$ cat config.mk
export PLATFORM = sky130hd
export DESIGN_NAME = lvl_wake_qual
export DESIGN_NICKNAME = d
export VERILOG_FILES = /design/src/rtl/lwq_pkg.sv /design/src/rtl/lwq_sync.sv /design/src/rtl/lwq_qual.sv /design/src/rtl/lwq_startup.sv /design/src/rtl/lvl_wake_qual.sv
export SDC_FILE = /design/constraint.sdc
export NUM_CORES = 1
export LEC_CHECK = 0
export CORE_UTILIZATION = 45
export CTS_CLUSTER_SIZE = 16
export DETAILED_ROUTE_END_ITERATION = 12
export GPL_TIMING_DRIVEN = 0
export HOLD_SLACK_MARGIN = 0.12
export PLACE_DENSITY_LB_ADDON = 0.25
export SLEW_MARGIN = 20
export SYNTH_ARGS = -nofsm -noshare
export SYNTH_HDL_FRONTEND = slang
export SYNTH_SLANG_ARGS = --single-unit
$ cat constraint.sdc
create_clock -name clk_osc -period 1.8 [get_ports clk_osc]
set_clock_uncertainty 0.2 [all_clocks]
set_input_delay 0.18 -clock clk_osc [delete_from_list [all_inputs] [get_ports clk_osc]]
set_output_delay 0.18 -clock clk_osc [all_outputs]
set_load 0.02 [all_outputs]
$ cat src/rtl/lwq_pkg.sv
package lwq_pkg;

   typedef enum logic [0:0] {
      ST_IDLE    = 1'b0,
      ST_STARTUP = 1'b1
   } lwq_state_e;

   // log2 of the start-up length for a given select value
   function automatic int su_log2(input int base_lg, input int step_lg, input int sel);
      return base_lg + step_lg * sel;
   endfunction

endpackage

$ cat src/rtl/lwq_sync.sv
// Pin sampler: STAGES flops on the slow clock; zero stages passes the pin straight through.
module lwq_sync #(
   parameter int unsigned STAGES  = 2,
   parameter logic        RST_VAL = 1'b1
) (
   input  logic clk,
   input  logic rst_n,
   input  logic d,
   output logic q
);

   generate
      if (STAGES == 0) begin : g_bypass
         assign q = d;
      end else if (STAGES == 1) begin : g_single
         logic s0;
         always_ff @(posedge clk or negedge rst_n) begin
            if (!rst_n) s0 <= RST_VAL;
            else        s0 <= d;
         end
         assign q = s0;
      end else begin : g_chain
         logic [STAGES-1:0] sh;
         always_ff @(posedge clk or negedge rst_n) begin
            if (!rst_n) sh <= {STAGES{RST_VAL}};
            else        sh <= {sh[STAGES-2:0], d};
         end
         assign q = sh[STAGES-1];
      end
   endgenerate

endmodule

$ cat src/rtl/lwq_qual.sv
// Consecutive-low run counter. hit marks the edge taking the last qualifying sample.
module lwq_qual #(
   parameter int unsigned QUAL_SAMPLES = 2
) (
   input  logic clk,
   input  logic rst_n,
   input  logic en,
   input  logic lo,
   output logic hit
);

   localparam int unsigned RUN_W = (QUAL_SAMPLES > 2) ? $clog2(QUAL_SAMPLES) : 1;
   localparam logic [RUN_W-1:0] RUN_TOP = RUN_W'(QUAL_SAMPLES - 1);

   logic [RUN_W-1:0] run;

   assign hit = en && lo && (run == RUN_TOP);

   always_ff @(posedge clk or negedge rst_n) begin
      if (!rst_n)               run <= '0;
      else if (!en || !lo)      run <= '0;
      else if (run != RUN_TOP)  run <= run + RUN_W'(1);
   end

endmodule

$ cat src/rtl/lwq_startup.sv
// Start-up down-counter. Loaded with L-1 at the wake edge; last is high on the end edge.
module lwq_startup #(
   parameter int unsigned SEL_W        = 2,
   parameter int unsigned SU_BASE_LOG2 = 2,
   parameter int unsigned SU_STEP_LOG2 = 2
) (
   input  logic             clk,
   input  logic             rst_n,
   input  logic             load,
   input  logic             run,
   input  logic [SEL_W-1:0] sel,
   output logic             last
);

   import lwq_pkg::*;

   localparam int MAX_LOG = su_log2(int'(SU_BASE_LOG2), int'(SU_STEP_LOG2), (1 << SEL_W) - 1);
   localparam int CNT_W   = (MAX_LOG < 1) ? 1 : MAX_LOG;

   logic [CNT_W-1:0] cnt;

   // L-1 is a mask of log2(L) ones
   function automatic logic [CNT_W-1:0] load_val(input logic [SEL_W-1:0] s);
      logic [CNT_W-1:0] v;
      v = '0;
      for (int i = 0; i < CNT_W; i++) begin
         if (i < su_log2(int'(SU_BASE_LOG2), int'(SU_STEP_LOG2), int'(s))) v[i] = 1'b1;
      end
      return v;
   endfunction

   assign last = (cnt == '0);

   always_ff @(posedge clk or negedge rst_n) begin
      if (!rst_n)                cnt <= '0;
      else if (load)             cnt <= load_val(sel);
      else if (run && !last)     cnt <= cnt - CNT_W'(1);
   end

endmodule

$ cat src/rtl/lvl_wake_qual.sv
module lvl_wake_qual #(
   parameter int unsigned SYNC_STAGES  = 2,
   parameter int unsigned QUAL_SAMPLES = 2,
   parameter int unsigned SEL_W        = 2,
   parameter int unsigned SU_BASE_LOG2 = 2,
   parameter int unsigned SU_STEP_LOG2 = 2
) (
   input  logic             clk_osc,
   input  logic             rst_n,
   input  logic             pin_in,
   input  logic             sleep_act,
   input  logic             pin_en,
   input  logic             level_mode,
   input  logic [SEL_W-1:0] su_sel,
   output logic             wake_pulse,
   output logic             irq_pulse
);

   import lwq_pkg::*;

   localparam int MAX_LOG = su_log2(int'(SU_BASE_LOG2), int'(SU_STEP_LOG2), (1 << SEL_W) - 1);

   // elaboration-time parameter checks
   generate
      if (QUAL_SAMPLES < 2) begin : g_bad_qual
         $error("QUAL_SAMPLES must be at least 2");
      end
      if (SYNC_STAGES > 4) begin : g_bad_sync
         $error("SYNC_STAGES must not exceed 4");
      end
      if (SEL_W < 1 || SEL_W > 3) begin : g_bad_sel
         $error("SEL_W must be 1 to 3");
      end
      if (MAX_LOG > 16) begin : g_bad_len
         $error("longest start-up length exceeds 2^16 cycles");
      end
   endgenerate

   lwq_state_e state;
   logic       pin_sync;
   logic       lo_s;
   logic       armed;
   logic       qual_en;
   logic       qual_hit;
   logic       su_last;
   logic       in_startup;
   logic       wake_q;
   logic       irq_q;

   lwq_sync #(
      .STAGES  (SYNC_STAGES),
      .RST_VAL (1'b1)
   ) u_sync (
      .clk   (clk_osc),
      .rst_n (rst_n),
      .d     (pin_in),
      .q     (pin_sync)
   );

   assign lo_s       = ~pin_sync;
   assign armed      = sleep_act & pin_en & level_mode;
   assign in_startup = (state == ST_STARTUP);
   assign qual_en    = armed & ~in_startup;

   lwq_qual #(
      .QUAL_SAMPLES (QUAL_SAMPLES)
   ) u_qual (
      .clk   (clk_osc),
      .rst_n (rst_n),
      .en    (qual_en),
      .lo    (lo_s),
      .hit   (qual_hit)
   );

   lwq_startup #(
      .SEL_W        (SEL_W),
      .SU_BASE_LOG2 (SU_BASE_LOG2),
      .SU_STEP_LOG2 (SU_STEP_LOG2)
   ) u_startup (
      .clk   (clk_osc),
      .rst_n (rst_n),
      .load  (qual_hit),
      .run   (in_startup),
      .sel   (su_sel),
      .last  (su_last)
   );

   always_ff @(posedge clk_osc or negedge rst_n) begin
      if (!rst_n) begin
         state  <= ST_IDLE;
         wake_q <= 1'b0;
         irq_q  <= 1'b0;
      end else begin
         wake_q <= 1'b0;
         irq_q  <= 1'b0;
         unique case (state)
            ST_IDLE: begin
               if (qual_hit) begin
                  state  <= ST_STARTUP;
                  wake_q <= 1'b1;
               end
            end
            ST_STARTUP: begin
               if (su_last) begin
                  state <= ST_IDLE;
                  irq_q <= lo_s;
               end
            end
            default: state <= ST_IDLE;
         endcase
      end
   end

   assign wake_pulse = wake_q;
   assign irq_pulse  = irq_q;

endmodule

==> results.ini, run 1 <==
[synthesis]
seq_area_frac_synth = 0.5242
synthCells = 62
synth_seq_cells = 14
synthesis.area_um2 = 673.1
synth_cell_types = 28
avgSynthCellArea_um2 = 10.86
syn_nets = 72
yosys_warnings = 0

[hold_path]
hold_class = flip-flop to flip-flop

[final_layout]
drive_above_1_share = 0.3049
diodes = 0
final_common_cell = dfrtp_1
finalNetCount = 93
stdcell_count = 97
final_cell_mix = 12 x dfrtp_1, 9 x clkdlybuf4s50_1, 5 x a21oi_1, 5 x buf_4, 4 x nand2_1
area_growth_pct = 35.50
fin_area_um2 = 912.1

[power_and_ir_drop]
peakVddDrop_mv = 0.4593
total_power_mw = 0.5650
p_leak_nw = 0.3848
powerDensity_nw_per_um2 = 619.5

[cts]
cts_tree = done
cts_buffer_depth = 2
numCtsBuffers = 3
clock-root-buffer = clkbuf_4
clkTransAtPathRegs_ns = 0.08
insertion_delay_ns = 0.27
cts-htree-levels = 1
clock_sinks = 14

[grt]
gr-total-overflow = 0
antenna_found_initial = 0
grt_max_degree = 15
grt_pass1_wl_um = 1966
grt_pass1_vias = 467
track_usage = 0.1851

[timing]
finalSetupViolCount = 0
fin_crit_sh = 0.9757
fin_crit_ns = 1.756
rsz0062_at_grt = true
fmax_ghz = 0.5694
hold_slack_ns = 0.1602
final_max_slew_viol_count = 0
fin_setup_tns_ns = 0
hold_viol_final = 0
tightest_slew_ns = 0.6004
relSlewSlack = 0.5984

[run_status]
outcome = finished clean

[floorplanning]
dieArea_um2 = 1654
initial_core_util = 0.4986
fp.dieH_um = 40.68
io_pins = 10
core_area_um2 = 1350
rows = 13
dieWidth_um = 40.68

[route]
post-route-drc-count = 0
vias = 525
post_drt_via_cell_ratio = 5.412
drtIter0Drc = 11
drt.antenna.violating_nets = 0
dr.pass1.iters = 4
routed_wl_um = 1282
wire_per_inst_um = 13.22

[place]
dp.cells = 86
dpl.hpwl_um = 849.3
placed_area_um2 = 784.5
place.gp.congestion = 0.7442
portBuffers = 9

[worst_setup_path]
required_ns = 1.76
crit_fanout = 4
critPathArrivalTime_ns = 1.72
path_class = flip-flop to flip-flop
cp-end-kind = flip-flop
worstSetupStartpointType = flip-flop

[flow_run]
maxCapViolations = 0

[critical path: stages (launching register included)]
cell,delay [ns]
dfrtp_1,0.40
inv_2,0.08
ha_4,0.14
or3b_4,0.40
or2_4,0.25
nand4_1,0.09
a21oi_1,0.07
[kinds of logic after synthesis]
kind of cell | after synthesis | share of synthesized area
AND/OR/NAND/NOR | 25 | 0.2249
flip-flops | 14 | 0.5242
AO/OA/AOI/OAI | 12 | 0.1320
buffers and inverters | 5 | 0.02788
XOR/XNOR | 3 | 0.03904
adder cells (fa/ha/maj) | 2 | 0.03717
multiplexers | 1 | 0.01487
[Yosys cell counts]
library cell,number,area share
a21oi_1,5,0.037
a31oi_1,1,0.0093
and4b_1,1,0.015
dfrtp_1,12,0.45
dfstp_2,2,0.078
ha_1,2,0.037
inv_1,5,0.028
mux2i_1,1,0.015
nand2_1,5,0.028
nand3_1,4,0.030
nand4_1,2,0.019
nor2_1,3,0.017
nor2b_1,2,0.019
nor3_1,2,0.015
nor3b_1,1,0.011
nor3b_2,1,0.019
o211ai_1,1,0.011
o211ai_2,1,0.019
o21ai_1,1,0.0074
o21ai_4,1,0.024
o311ai_0,1,0.013
o31ai_1,1,0.011
or2_1,1,0.0093
or3b_2,1,0.013
or4_4,1,0.017
or4b_1,1,0.015
xnor2_1,1,0.013
xor2_1,2,0.026
[metrics by stage]
stage / util / worst slack, ns
2_1_floorplan: - / 0.04997
3_3_place_gp: 0.5811 / -0.03530
3_5_place_dp: 0.5811 / -0.04881
4_1_cts: 0.6432 / 0.006642
5_1_grt: 0.6756 / -0.007843
6_report: 0.6756 / 0.04367
[sequential cells by signal (all words and copies together), names as in the netlist]
register / flops
wake_pulse: 1
u_qual.run: 1
u_startup.cnt: 8
irq_pulse: 1
in_startup: 1
u_sync.g_chain.sh: 2
[metal layers]
layer	vias to the layer above	routed length [um]	part of all wire	track usage
li1	264	-	-	-
met1	249	647	0.50	0.2610
met2	10	583	0.45	0.2540
met3	2	35	0.027	0.03261
met4	0	15	0.012	0.1250
met5	-	0	0	0
[area by class of cell]
| class | count | area, um2 |
|---|---|---|
| clock buffers | 4 | 36.28 |
| inverters | 5 | 18.77 |
| flip-flops and latches | 14 | 352.8 |
| well taps | 15 | 18.77 |
| repair buffers | 16 | 147.6 |
| fillers | 98 | 437.9 |
| multi-input cells | 43 | 337.8 |
[path summary, 6_finish.rpt]
path	to	from	cells after the start	slack (ns)
min	u_sync.g_chain.sh[1]$_DFF_PN1_	u_sync.g_chain.sh[0]$_DFF_PN1_	0	0.16
min reg2reg	u_sync.g_chain.sh[1]$_DFF_PN1_	u_sync.g_chain.sh[0]$_DFF_PN1_	0	0.16
max reg2reg	u_startup.cnt[2]$_DFFE_PN0P_	u_startup.cnt[0]$_DFFE_PN0P_	6	0.04
min in group asynchronous	u_startup.cnt[2]$_DFFE_PN0P_	rst_n	2	0.62
max in group asynchronous	in_startup$_DFF_PN0_	rst_n	2	0.39
max	u_startup.cnt[2]$_DFFE_PN0P_	u_startup.cnt[0]$_DFFE_PN0P_	6	0.04
[repair_timing]
item / 4_1_cts / 5_1_grt
pin swaps: 1 / 1
hold endpoints to repair: 13 / 0
hold buffers: 2 / 0
resized for setup: 3 / 7
setup buffers: 2 / 3
setup endpoints to repair: 5 / 7
[where the power goes]
part / internal (mW) / switching [mW]
clock: 0.123 / 0.0974
sequential: 0.318 / 0.00151
combinational: 0.0161 / 0.00871
total: 0.457 / 0.108
No activity file was read; power rests on OpenSTA's default activity.
==> run 2, diff against run 1 <==
--- a/config.mk
+++ b/config.mk
@@ -7,2 +7,3 @@
 export LEC_CHECK = 0
+export CORE_MARGIN = 5
 export CORE_UTILIZATION = 45
--- a/constraint.sdc
+++ b/constraint.sdc
@@ -4,2 +4,2 @@
 set_output_delay 0.18 -clock clk_osc [all_outputs]
-set_load 0.02 [all_outputs]
+set_load 0.005 [all_outputs]
==> results.ini, run 2 (synthesis gave the netlist of run 1 again) <==
[route]
routed_wl_um = 1281  ; was 1282 um
drt.antenna.violating_nets = 0  ; unchanged
dr.pass1.iters = 4  ; unchanged
drtIter0Drc = 9  ; was 11
wire_per_inst_um = 13.48  ; was 13.22 um
vias = 507  ; was 525
post-route-drc-count = 0  ; unchanged
post_drt_via_cell_ratio = 5.337  ; was 5.412

[final_layout]
reg_top3 = u_startup.cnt (8), u_sync.g_chain.sh (2)  ; unchanged
final_common_cell = dfrtp_1  ; unchanged
diodes = 0  ; unchanged
largest_reg_flops = 8  ; unchanged
final_cell_mix = 12 x dfrtp_1, 9 x clkdlybuf4s50_1, 5 x a21oi_1  ; was 12 x dfrtp_1, 9 x clkdlybuf4s50_1, 5 x a21oi_1, 5 x buf_4, 4 x nand2_1
seqCellArea_um2 = 352.8  ; unchanged
drive_above_1_share = 0.2785  ; was 0.3049
multi_input_area_um2 = 342.8  ; was 337.8 um2
area_growth_pct = 33.09  ; was 35.50%
finalNetCount = 90  ; was 93
fill_cells = 127  ; was 98
largest_register = u_startup.cnt  ; unchanged

[timing]
final_max_slew_viol_count = 0  ; unchanged
fin_setup_tns_ns = 0  ; unchanged
tightest_slew_ns = 0.6100  ; was 0.6004 ns
fmax_ghz = 0.5610  ; was 0.5694 GHz
relSlewSlack = 0.5920  ; was 0.5984
hold_viol_final = 0  ; unchanged
fin_crit_ns = 1.783  ; was 1.756 ns
fin_crit_sh = 0.9903  ; was 0.9757
finalSetupViolCount = 0  ; unchanged
rsz0062_at_grt = true  ; unchanged
setup_ws_ns = 0.01740  ; was 0.04367 ns

[grt]
grt_pass1_vias = 518  ; was 467
track_usage = 0.1295  ; was 0.1851
antenna_found_initial = 0  ; unchanged
grt_pass1_wl_um = 2325  ; was 1966 um
gr-total-overflow = 0  ; unchanged
grt_max_degree = 15  ; unchanged

[cts]
clkTransAtPathRegs_ns = 0.08  ; about the same
cts-htree-levels = 1  ; unchanged
insertion_delay_ns = 0.28  ; was 0.27 ns
clock_sinks = 14  ; unchanged
cts_tree = done  ; unchanged
clock-root-buffer = clkbuf_4  ; unchanged
cts_buffer_depth = 2  ; unchanged
numCtsBuffers = 3  ; unchanged

[run_status]
outcome = finished clean  ; unchanged

[power_and_ir_drop]
peakVddDrop_mv = 0.3902  ; was 0.4593 mV
powerDensity_nw_per_um2 = 634.9  ; was 619.5 nW/um2
p_leak_nw = 0.3778  ; was 0.3848 nW

[worst_setup_path]
path_class = flip-flop to flip-flop  ; unchanged
required_ns = 1.77  ; was 1.76 ns
crit_fanout = 4  ; unchanged
cpMaxStageDelayCell = dfrtp_1  ; unchanged
r2r_cells = 6  ; unchanged
worstSetupStartpointType = flip-flop  ; unchanged
max_stage_delay_ns = 0.41  ; was 0.40 ns
critPathArrivalTime_ns = 1.75  ; was 1.72 ns
crit_chain = inv_2 -> ha_4 -> or3b_4 -> o21ai_4 -> xnor2_2 -> nand2_1  ; was inv_2 -> ha_4 -> or3b_4 -> or2_4 -> nand4_1 -> a21oi_1
cp-end-kind = flip-flop  ; unchanged

[place]
place_ws_ns = -0.05585  ; was -0.04881 ns
place.gp.congestion = 0.8158  ; was 0.7442
portBuffers = 9  ; unchanged
dpl.hpwl_um = 903.8  ; was 849.3 um

[floorplanning]
dieArea_um2 = 2369  ; was 1654 um2
initial_core_util = 0.4630  ; was 0.4986
io_pins = 10  ; unchanged
fp.dieH_um = 48.68  ; was 40.68 um
rows = 14  ; was 13
core_area_um2 = 1454  ; was 1350 um2
dieWidth_um = 48.68  ; was 40.68 um

[flow_run]
maxCapViolations = 0  ; unchanged

[hold_path]
holdPathStages = 0  ; unchanged
hold_class = flip-flop to flip-flop  ; unchanged

run 2: final timing paths:
kind,slack [ns],from,end
worst min register to register,0.16,u_sync.g_chain.sh[0]$_DFF_PN1_,u_sync.g_chain.sh[1]$_DFF_PN1_
max in group asynchronous,0.38,rst_n,u_startup.cnt[0]$_DFFE_PN0P_
worst max-delay path,0.02,u_startup.cnt[1]$_DFFE_PN0P_,u_startup.cnt[0]$_DFFE_PN0P_
worst max register to register,0.02,u_startup.cnt[1]$_DFFE_PN0P_,u_startup.cnt[0]$_DFFE_PN0P_
min in group asynchronous,0.63,rst_n,u_startup.cnt[4]$_DFFE_PN0P_
worst min-delay path,0.16,u_sync.g_chain.sh[0]$_DFF_PN1_,u_sync.g_chain.sh[1]$_DFF_PN1_
run 2: through the flow:
step / power, mW / utilization / cell area, um2 / instances / hold WS [ns]
final: 0.5688 / 0.6162 / 895.9 / 95 / 0.1606
after floorplan: 0.3257 / - / 675.6 / 62 / -0.3156
after global placement: 0.3472 / 0.5404 / 785.8 / 87 / 0.1454
after global routing: 0.5941 / 0.6162 / 895.9 / 95 / 0.1712
after CTS: 0.5739 / 0.5929 / 862.1 / 94 / 0.1627
after detailed placement: 0.3478 / 0.5404 / 785.8 / 87 / 0.1504
run 2: cell type report:
| cell class | count | area share |
|---|---|---|
| Clock buffer | 4 | 0.04050 |
| Inverter | 5 | 0.02095 |
| Sequential cell | 14 | 0.3939 |
| Tap cell | 16 | 0.02235 |
| Multi-Input combinational cell | 43 | 0.3827 |
| Timing Repair Buffer | 13 | 0.1397 |
run 2: per-layer routing:
metal / vias up / track usage / part of all wire
met5: - / 0 / 0
met4: 0 / 0.08072 / 0.027
met3: 4 / 0.03988 / 0.040
met2: 9 / 0.1870 / 0.47
met1: 235 / 0.1667 / 0.46
li1: 259 / - / -
run 2: critical path, delay by kind of cell, from the launching register on:
kind                       cells  cell delay, ns
and+or+nand+nor                2            0.47
DFF                            1            0.41
AOI/OAI and AO/OA              1            0.22
adders and majority gates      1            0.14
xor gates and xnor gates       1            0.14
buffers and inverters          1            0.09
run 2: repair_timing:
action	CTS	global route
setup buffers	1	1
hold endpoints to repair	13	0
gates resized for setup	4	6
endpoints found under the setup margin	5	7
pin swaps	2	7
hold buffers	2	0
run 2: power by group:
group	switching (mW)	total (mW)	leakage, nW	internal, mW
clock	0.101	0.224	0.0210	0.123
sequential	0.00139	0.320	0.159	0.318
combinational	0.00866	0.0247	0.198	0.0160
total	0.111	0.569	0.378	0.458
==> run 3, diff against run 2 <==
--- a/config.mk
+++ b/config.mk
@@ -7,2 +7,3 @@
 export LEC_CHECK = 0
+export CORE_ASPECT_RATIO = 0.9
 export CORE_MARGIN = 5
--- a/constraint.sdc
+++ b/constraint.sdc
@@ -4,2 +4,2 @@
 set_output_delay 0.18 -clock clk_osc [all_outputs]
-set_load 0.005 [all_outputs]
+set_load 0.05 [all_outputs]
==> results.ini, run 3 (synthesis gave the netlist of run 1 again) <==
[floorplanning]
io_pins = 10  ; unchanged
fp.dieH_um = 46.69  ; was 48.68 um
dieWidth_um = 50.77  ; was 48.68 um
rows = 13  ; was 14
core_area_um2 = 1431  ; was 1454 um2
dieArea_um2 = 2370  ; was 2369 um2
initial_core_util = 0.4703  ; was 0.4630

[grt]
grt_pass1_vias = 540  ; was 518
track_usage = 0.1420  ; was 0.1295
grt_pass1_wl_um = 2484  ; was 2325 um
antenna_found_initial = 0  ; unchanged
gr-total-overflow = 0  ; unchanged
grt_max_degree = 15  ; unchanged

[timing]
relSlewSlack = 0.5933  ; was 0.5920
finalSetupViolCount = 0  ; unchanged
hold_viol_final = 0  ; unchanged
fin_crit_ns = 1.772  ; was 1.783 ns
final_max_slew_viol_count = 0  ; unchanged
fmax_ghz = 0.5642  ; was 0.5610 GHz
fin_crit_sh = 0.9846  ; was 0.9903
rsz0062_at_grt = true  ; unchanged
tightest_slew_ns = 0.6082  ; was 0.6100 ns

[hold_path]
hold_class = flip-flop to flip-flop  ; unchanged

[cts]
insertion_delay_ns = 0.28  ; about the same
clock-root-buffer = clkbuf_4  ; unchanged
cts_tree = done  ; unchanged
clock_sinks = 14  ; unchanged
clkTransAtPathRegs_ns = 0.08  ; about the same
cts_buffer_depth = 2  ; unchanged
numCtsBuffers = 3  ; unchanged
cts-htree-levels = 1  ; unchanged

[route]
post_drt_via_cell_ratio = 5.588  ; was 5.337
drt.antenna.violating_nets = 0  ; unchanged
dr.pass1.iters = 4  ; unchanged
wire_per_inst_um = 13.86  ; was 13.48 um
vias = 542  ; was 507
drtIter0Drc = 16  ; was 9
routed_wl_um = 1344  ; was 1281 um
post-route-drc-count = 0  ; unchanged

[final_layout]
final_cell_mix = 12 x dfrtp_1, 7 x clkdlybuf4s50_1, 5 x a21oi_1, 5 x buf_4, 4 x nand2_1  ; was 12 x dfrtp_1, 9 x clkdlybuf4s50_1, 5 x a21oi_1
fill_cells = 114  ; was 127
final_common_cell = dfrtp_1  ; unchanged
reg_top3 = u_startup.cnt (8), u_sync.g_chain.sh (2)  ; unchanged
area_growth_pct = 35.87  ; was 33.09%
largest_reg_flops = 8  ; unchanged
fin_area_um2 = 914.6  ; was 895.9 um2
drive_above_1_share = 0.2927  ; was 0.2785
diodes = 0  ; unchanged
largest_register = u_startup.cnt  ; unchanged
finalNetCount = 93  ; was 90

[place]
placed_area_um2 = 784.5  ; was 785.8 um2
place.gp.congestion = 0.8156  ; was 0.8158
portBuffers = 9  ; unchanged

[power_and_ir_drop]
p_leak_nw = 0.4212  ; was 0.3778 nW
total_power_mw = 0.5695  ; was 0.5688 mW
peakVddDrop_mv = 0.5591  ; was 0.3902 mV
powerDensity_nw_per_um2 = 622.6  ; was 634.9 nW/um2

[worst_setup_path]
critPathArrivalTime_ns = 1.72  ; was 1.75 ns
path_class = flip-flop to flip-flop  ; unchanged
required_ns = 1.75  ; was 1.77 ns
cp-end-kind = flip-flop  ; unchanged
worstSetupStartpointType = flip-flop  ; unchanged
crit_fanout = 4  ; unchanged

[flow_run]
maxCapViolations = 0  ; unchanged

[run_status]
outcome = finished clean  ; unchanged

run 3: area by class of cell:
class,instances,area (um2),share of cell area
Sequential cell,14,352.8,0.3858
Multi-Input combinational cell,43,335.3,0.3666
Timing Repair Buffer,16,152.6,0.1669
Clock buffer,4,36.28,0.03967
Inverter,5,18.77,0.02052
Tap cell,15,18.77,0.02052
run 3: path summary, 6_finish.rpt:
check | start | endpoint | slack [ns] | depth (start not counted)
max | u_startup.cnt[3]$_DFFE_PN0P_ | u_startup.cnt[2]$_DFFE_PN0P_ | 0.03 | 4
min | u_sync.g_chain.sh[0]$_DFF_PN1_ | u_sync.g_chain.sh[1]$_DFF_PN1_ | 0.16 | 0
max reg2reg | u_startup.cnt[3]$_DFFE_PN0P_ | u_startup.cnt[2]$_DFFE_PN0P_ | 0.03 | 4
min reg2reg | u_sync.g_chain.sh[0]$_DFF_PN1_ | u_sync.g_chain.sh[1]$_DFF_PN1_ | 0.16 | 0
max in group asynchronous | rst_n | in_startup$_DFF_PN0_ | 0.38 | 2
min in group asynchronous | rst_n | wake_pulse$_DFF_PN0_ | 0.62 | 2
run 3: per-stage QoR:
step	utilization	cells	worst slack, ns	TNS (ns)	hold WS (ns)
3_5_place_dp	0.5481	86	-0.06141	-0.1850	0.1485
4_1_cts	0.6084	94	0.006858	0	0.1606
3_3_place_gp	0.5481	86	-0.03748	-0.09384	0.1461
2_1_floorplan	-	62	0.04997	0	-0.3156
5_1_grt	0.6390	97	-0.05084	-0.1375	0.1682
6_report	0.6390	97	0.02765	0	0.1589
run 3: report_power, final:
group          internal, mW  switching (mW)
Sequential            0.318         0.00131
Clock                 0.123           0.102
Combinational        0.0160         0.00847
Total                 0.457           0.112
run 3: critical path: stages (launching register included):
cell	delay, ns
dfrtp_1	0.41
or4_4	0.60
or2_4	0.28
nand4_1	0.09
a21oi_1	0.07
run 3: metal layers:
metal,GRT usage,share of wire,up-vias
met3,0.03883,0.028,2
met4,0.06633,0.0089,0
met5,0,0,-
met2,0.2129,0.47,8
li1,-,-,264
met1,0.1900,0.49,268
run 3: timing repair:
action,in CTS,in global routing
pin swaps,1,4
hold endpoints to repair,7,0
setup endpoints to repair,5,9
hold buffers,2,0
buffers inserted,2,3
resized for setup,5,6
